### config.mk
export PLATFORM = sky130hd
export DESIGN_NAME = segcam_array
export DESIGN_NICKNAME = d
export VERILOG_FILES = /design/src/rtl/segcam_pkg.sv /design/src/rtl/segcam_care.sv /design/src/rtl/segcam_lane.sv /design/src/rtl/segcam_prio.sv /design/src/rtl/segcam_array.sv
export SDC_FILE = /design/constraint.sdc
export NUM_CORES = 2
export LEC_CHECK = 0
export BUFFER_PORTS_ARGS = -buffer_cell sky130_fd_sc_hd__buf_2
export CORE_UTILIZATION = 40
export DETAILED_ROUTE_END_ITERATION = 7
export PLACE_DENSITY = 0.68
export SKIP_CTS_REPAIR_TIMING = 1
export SLEW_MARGIN = 20
export SYNTH_ARGS = -nofsm -noshare
export SYNTH_HDL_FRONTEND = slang
export SYNTH_SLANG_ARGS = --single-unit
### constraint.sdc
create_clock -name clk -period 5.07 [get_ports clk]
set_clock_uncertainty 0.05 [all_clocks]
set_input_delay 0.7605 -clock clk [delete_from_list [all_inputs] [get_ports clk]]
set_output_delay 0.7605 -clock clk [all_outputs]
set_load 0.01 [all_outputs]
### src/rtl/segcam_pkg.sv
`timescale 1ns/1ps
package segcam_pkg;

  typedef enum logic [1:0] {
    VT_VALID = 2'b00,
    VT_EMPTY = 2'b01,
    VT_SKIP  = 2'b10,
    VT_RAM   = 2'b11
  } vtype_e;

  typedef enum logic [1:0] {
    WM_ABS   = 2'd0,
    WM_MATCH = 2'd1,
    WM_FREE  = 2'd2,
    WM_NONE  = 2'd3
  } wmode_e;

endpackage

### src/rtl/segcam_care.sv
`timescale 1ns/1ps
module segcam_care #(
  parameter int WIDTH = 64,
  parameter int SEG_W = 16,
  localparam int NSEG = WIDTH / SEG_W,
  localparam int SW   = (NSEG > 1) ? $clog2(NSEG) : 1
) (
  input  logic [SW-1:0]    cam_segs,
  input  logic             mask_en,
  input  logic [WIDTH-1:0] mask_bits,
  output logic [WIDTH-1:0] care
);

  for (genvar s = 0; s < NSEG; s++) begin : g_seg
    logic seg_on;
    logic [SEG_W-1:0] seg_mask;
    assign seg_on   = ((SW+1)'(s) <= {1'b0, cam_segs});
    assign seg_mask = mask_en ? mask_bits[s*SEG_W +: SEG_W] : '0;
    assign care[s*SEG_W +: SEG_W] = {SEG_W{seg_on}} & ~seg_mask;
  end

endmodule

### src/rtl/segcam_lane.sv
`timescale 1ns/1ps
module segcam_lane
  import segcam_pkg::*;
#(
  parameter int WIDTH = 64
) (
  input  logic [WIDTH-1:0] entry,
  input  logic [1:0]       vtype,
  input  logic [WIDTH-1:0] key,
  input  logic [WIDTH-1:0] care,
  input  logic [1:0]       sel_type,
  output logic             hit,
  output logic             empty
);

  logic type_ok;
  logic bits_ok;

  assign type_ok = (vtype == sel_type);
  assign bits_ok = (((entry ^ key) & care) == '0);
  assign hit     = type_ok & bits_ok;
  assign empty   = (vtype == VT_EMPTY);

endmodule

### src/rtl/segcam_prio.sv
`timescale 1ns/1ps
module segcam_prio #(
  parameter int DEPTH = 16,
  localparam int AW = (DEPTH > 1) ? $clog2(DEPTH) : 1
) (
  input  logic             clk,
  input  logic             rst,
  input  logic [DEPTH-1:0] vec,
  output logic             found,
  output logic [AW-1:0]    idx
);

  always_comb begin
    idx = '0;
    for (int i = DEPTH - 1; i >= 0; i--) begin
      if (vec[i]) idx = AW'(i);
    end
  end

  assign found = |vec;

  // The chosen index is set and no lower index is set (lowest address wins, R4/R6)
  assert_prio_lowest_R4: assert property (@(posedge clk) disable iff (rst)
    found |-> (vec[idx] && ((vec & ((DEPTH'(1) << idx) - DEPTH'(1))) == '0)));

  assert_prio_none_R6: assert property (@(posedge clk) disable iff (rst)
    !found |-> (vec == '0));

endmodule

### src/rtl/segcam_array.sv
`timescale 1ns/1ps
module segcam_array
  import segcam_pkg::*;
#(
  parameter int DEPTH = 16,
  parameter int WIDTH = 64,
  parameter int SEG_W = 16,
  localparam int AW   = (DEPTH > 1) ? $clog2(DEPTH) : 1,
  localparam int NSEG = WIDTH / SEG_W,
  localparam int SW   = (NSEG > 1) ? $clog2(NSEG) : 1
) (
  input  logic             clk,
  input  logic             rst,
  input  logic [SW-1:0]    cam_segs,
  input  logic             mask_en,
  input  logic [WIDTH-1:0] mask_bits,
  input  logic             cmp_req,
  input  logic [WIDTH-1:0] cmp_data,
  input  logic [1:0]       cmp_type,
  input  logic             wr_en,
  input  logic [1:0]       wr_mode,
  input  logic [AW-1:0]    wr_addr,
  input  logic [WIDTH-1:0] wr_data,
  input  logic [1:0]       wr_vtype,
  input  logic             rd_en,
  input  logic [AW-1:0]    rd_addr,
  output logic [WIDTH-1:0] rd_data,
  output logic [1:0]       rd_status,
  output logic             match,
  output logic             multi_match,
  output logic [AW-1:0]    match_addr,
  output logic             free_ok,
  output logic [AW-1:0]    free_addr
);

  // Storage: entry data is not reset; validity types are.
  logic [WIDTH-1:0]      mem_q [DEPTH];
  logic [DEPTH-1:0][1:0] vbits_q;

  // Registered results
  logic             match_q, multi_q, free_ok_q;
  logic [AW-1:0]    match_addr_q, free_addr_q;
  logic [WIDTH-1:0] rd_data_q;
  logic [1:0]       rd_status_q;

  // Compare datapath
  logic [WIDTH-1:0] care;
  logic [DEPTH-1:0] hit_vec;
  logic [DEPTH-1:0] empty_vec;
  logic             hit_any, free_any;
  logic [AW-1:0]    hit_idx, free_idx;
  logic             hit_multi;

  segcam_care #(.WIDTH(WIDTH), .SEG_W(SEG_W)) u_care (
    .cam_segs (cam_segs),
    .mask_en  (mask_en),
    .mask_bits(mask_bits),
    .care     (care)
  );

  for (genvar g = 0; g < DEPTH; g++) begin : g_lane
    segcam_lane #(.WIDTH(WIDTH)) u_lane (
      .entry   (mem_q[g]),
      .vtype   (vbits_q[g]),
      .key     (cmp_data),
      .care    (care),
      .sel_type(cmp_type),
      .hit     (hit_vec[g]),
      .empty   (empty_vec[g])
    );
  end

  segcam_prio #(.DEPTH(DEPTH)) u_hit_prio (
    .clk  (clk),
    .rst  (rst),
    .vec  (hit_vec),
    .found(hit_any),
    .idx  (hit_idx)
  );

  segcam_prio #(.DEPTH(DEPTH)) u_free_prio (
    .clk  (clk),
    .rst  (rst),
    .vec  (empty_vec),
    .found(free_any),
    .idx  (free_idx)
  );

  // Two or more hits: clearing the lowest set bit leaves something behind
  assign hit_multi = ((hit_vec & (hit_vec - DEPTH'(1))) != '0);

  // Write target resolution from registered results of earlier cycles
  logic          wr_go;
  logic [AW-1:0] wr_tgt;

  always_comb begin
    wr_go  = 1'b0;
    wr_tgt = wr_addr;
    case (wr_mode)
      WM_ABS:   begin wr_go = wr_en;             wr_tgt = wr_addr;      end
      WM_MATCH: begin wr_go = wr_en & match_q;   wr_tgt = match_addr_q; end
      WM_FREE:  begin wr_go = wr_en & free_ok_q; wr_tgt = free_addr_q;  end
      default:  begin wr_go = 1'b0;              wr_tgt = wr_addr;      end
    endcase
  end

  // Entry data: single write port, registered read port
  always_ff @(posedge clk) begin
    if (wr_go) mem_q[wr_tgt] <= wr_data;
    if (rd_en) rd_data_q <= mem_q[rd_addr];
  end

  // Validity types and read status
  always_ff @(posedge clk) begin
    if (rst) begin
      for (int i = 0; i < DEPTH; i++) vbits_q[i] <= VT_EMPTY;
      rd_status_q <= VT_EMPTY;
    end else begin
      if (wr_go) vbits_q[wr_tgt] <= wr_vtype;
      if (rd_en) rd_status_q <= vbits_q[rd_addr];
    end
  end

  // Compare result registers
  always_ff @(posedge clk) begin
    if (rst) begin
      match_q      <= 1'b0;
      multi_q      <= 1'b0;
      match_addr_q <= '0;
    end else if (cmp_req) begin
      match_q      <= hit_any;
      multi_q      <= hit_multi;
      match_addr_q <= hit_idx;
    end
  end

  // Next-free registers track the validity array every cycle
  always_ff @(posedge clk) begin
    if (rst) begin
      free_ok_q   <= 1'b1;
      free_addr_q <= '0;
    end else begin
      free_ok_q   <= free_any;
      free_addr_q <= free_idx;
    end
  end

  assign rd_data     = rd_data_q;
  assign rd_status   = rd_status_q;
  assign match       = match_q;
  assign multi_match = multi_q;
  assign match_addr  = match_addr_q;
  assign free_ok     = free_ok_q;
  assign free_addr   = free_addr_q;

  // ---------------------------------------------------------------- checks
  assert_result_hold_R4: assert property (@(posedge clk) disable iff (rst)
    !cmp_req |=> ($stable(match_q) && $stable(multi_q) && $stable(match_addr_q)));

  assert_multi_needs_hit_R5: assert property (@(posedge clk) disable iff (rst)
    multi_q |-> match_q);

  assert_status_copy_R10: assert property (@(posedge clk) disable iff (rst)
    rd_en |=> (rd_status_q == $past(vbits_q[rd_addr])));

  assert_no_hit_no_write_R8: assert property (@(posedge clk) disable iff (rst)
    (wr_en && wr_mode == WM_MATCH && !match_q) |=> $stable(vbits_q));

  assert_full_no_write_R9: assert property (@(posedge clk) disable iff (rst)
    (wr_en && wr_mode == WM_FREE && !free_ok_q) |=> $stable(vbits_q));

  assert_reserved_mode_R7: assert property (@(posedge clk) disable iff (rst)
    (wr_mode == WM_NONE) |=> $stable(vbits_q));

  assert_reset_state_R11: assert property (@(posedge clk) disable iff (rst)
    $past(rst) |-> (free_ok_q && free_addr_q == '0 && !match_q && !multi_q));

endmodule

==> results.toml <==
[power]
p_clk_frac = 0.379
p_switching_mw = 6.951
internal_power_mw = 16.41
ir_drop_mv = 0.3457
p_seq_frac = 0.447
p_total_mw = 23.37
power.density_nw_per_um2 = 333.6
leakage_nw = 24.31
p_comb_frac = 0.174
switching_share = 0.2975

[route]
top_layer = "met5"
vias_per_cell = 6.918
first_iter_violations = 8309
drc = 0
drt-total-wl_um = 377300
vias = 45590
dr_wl_met2_um = 155400
dr_wl_met3_um = 47820
drt_pre_antenna_iters = 6
detail_route.wl_per_cell_um = 57.26
wl_met1_um = 142600
drtAntennaViolNets = 0

[critical_path]
start_kind = "primary input"
worstPathMaxFanout = 18
required_ns = 5.69
cp_slowest_cell = "a221oi_1"
crit_type = "in2reg"
max_stage_delay_ns = 0.87
path_cells = "buf_4 -> buf_12 -> nand2_1 -> nand2_1 -> buf_4 -> o21ai_0 -> a221oi_1 -> nand4_1 -> or4_4 -> nor3b_1 -> o41ai_2 -> nand3_1 -> a21oi_1"
cp_num_buf_inv = 3
critical_path.top_delay_family = "simple AND/OR/NAND/NOR gates"
arrival_ns = 5.06
critPathCaptureType = "flop"

[floorplan]
ios = 291
die_area_um2 = 148500
core_um2 = 145700
die_x_um = 385.4
fp-row-count = 140
die_height_um = 385.4
start_util = 0.4035

[yosys]
syn_avg_cell_area_um2 = 14.99
synth_nets = 4142
synthCells = 3924
ys_ff_latch = 1133
synthDistinctLibCells = 69
synth_area_leaders = "edfxtp_1, xor2_1, mux4_2"
synth_area_leader_cell = "edfxtp_1"
synth_area_um2 = 58800
synthArstFlopShare = 0
synth_edf_count = 1088
yosysTopAreaCellShare = 0.5556
synth_ff_type = "edfxtp_1"
seq_area_frac_synth = 0.5709
ys_warn_count = 0

[grt]
overflow = 0
grt_pass1_vias = 41490
grt_use_total = 0.5036
grt_first_pass_wirelength_um = 468500
grt_max_degree = 77
antenna_found_initial = 68

[sta]
hold_viol = 0
max_freq_mhz = 225.2
worst_slack_ns = 0.6287
post-route-min-period_ns = 4.441
rsz0062_at_grt = "no"
setup-violations-final = 0
period_share = 0.8760
relSlewSlack = 0.09561
finalSetupTns_ns = 0
maxSlewViolCount = 0
tightest_slew_ns = 1.357

[status]
status = "finished, final reports clean"

[cells_and_area]
finalInstanceArea_um2 = 70040
final_nets = 4761
final_cells = 6590
layout_common_cells = "edfxtp_1, xor2_1, buf_4"
fillers = 12630
layout_commonest_cell = "edfxtp_1"
area_growth_pct = 19.11
drive_above_1_share = 0.2945

[cts]
cts.clk_slew.worst_paths_ns = 0.06
cts_htree_levels = 3
clock_latency_ns = 0.81
clock-sinks = 1133
clock-root-buffer = "clkbuf_16"
clock_path_buffers = 3
cts_inserted_buffers = 119
cts_tree = "done"

[flow_run]
maxCapViolCount = 0

[place]
post_dp_cell_area_um2 = 66080
place.port_buffers = 290
pre_cts_slack_ns = 0.03497
gp_congestion = 1.168
dpl.hpwl_um = 302800
post-place-cells = 6339

[min_path]
hold_path.class = "in2reg"
## flip-flops by register name, summed over array words and instances (netlist names)
signal       cells
rd_data         64
match            1
rd_status        2
free_ok          1
free_addr        4
vbits_q         32
mem_q         1024
multi_match      1
match_addr       4
## cell type report
cell class	instances	area (µm²)	share of cell area
repair buffers	796	5947	0.08491
diodes	28	70.07	0.001000
clock buffers	139	3063	0.04373
flip-flops and latches	1133	33570	0.4793
multi-input cells	2467	24020	0.3429
clock inverters	84	824.5	0.01177
well taps	1917	2399	0.03425
inverters	26	146.4	0.002090
## synthesized netlist by cell type, drive strengths merged (19+ instances only)
cell type and count:
edfxtp 1088, xor2 895, mux4 330, a22oi 220
nand2 188, buf 179, xnor2 161, clkbuf 119
a32oi 107, nand4 79, nor2 52, o21ai 47
dfxtp 45, a221oi 40, a21oi 34, inv 26
nor3 26, o211ai 26, nand3 22, and2 20
nor4 19
## worst paths after layout
| check | slack (ns) | cells after the start | start | to |
|---|---|---|---|---|
| worst max register to register | 0.72 | 13 | mem_q[7][6]$_DFFE_PP_ | multi_match$_SDFFE_PP0P_ |
| worst min-delay path | 0.27 | 1 | wr_data[13] | mem_q[8][13]$_DFFE_PP_ |
| worst max-delay path | 0.63 | 13 | mask_en | match_addr[2]$_SDFFE_PP0P_ |
| worst min register to register | 0.46 | 2 | vbits_q[5]$_SDFFE_PP0P_ | vbits_q[5]$_SDFFE_PP0P_ |
## power groups by stage
stage / Sequential [mW] / Combinational [mW] / Clock (mW)
finish: 10.5 / 4.06 / 8.85
global placement: 10.6 / 3.85 / 0
global route: 10.5 / 3.91 / 9.15
floorplan: 10.7 / 1.40 / 0
detailed placement: 10.7 / 3.82 / 0
CTS: 10.5 / 3.84 / 8.84
## per-stage QoR
step | utilization | hold slack, ns
after floorplan | - | 0.4155
after global placement | 0.4533 | 0.4212
after detailed placement | 0.4534 | 0.4341
after CTS | 0.4801 | 0.2361
after global routing | 0.4801 | 0.2800
final | 0.4806 | 0.2678
## routing by layer
| layer | global-route usage | vias to the layer above |
|---|---|---|
| met1 | 0.6691 | 23870 |
| met2 | 0.7064 | 4140 |
| met3 | 0.1549 | 884 |
| met5 | 0 | - |
| met4 | 0.3360 | 56 |
| li1 | - | 16640 |
## cell families after synthesis
kind of cell | count (synthesis) | synth area share
buffers and inverters | 324 | 0.02402
DFF | 1133 | 0.5709
adders and majority gates | 4 | 0.0008512
and+or+nand+nor | 439 | 0.03651
muxes | 332 | 0.1268
AOI/OAI and AO/OA | 636 | 0.08362
xor gates and xnor gates | 1056 | 0.1573
Power figures use the tool's default switching activity.
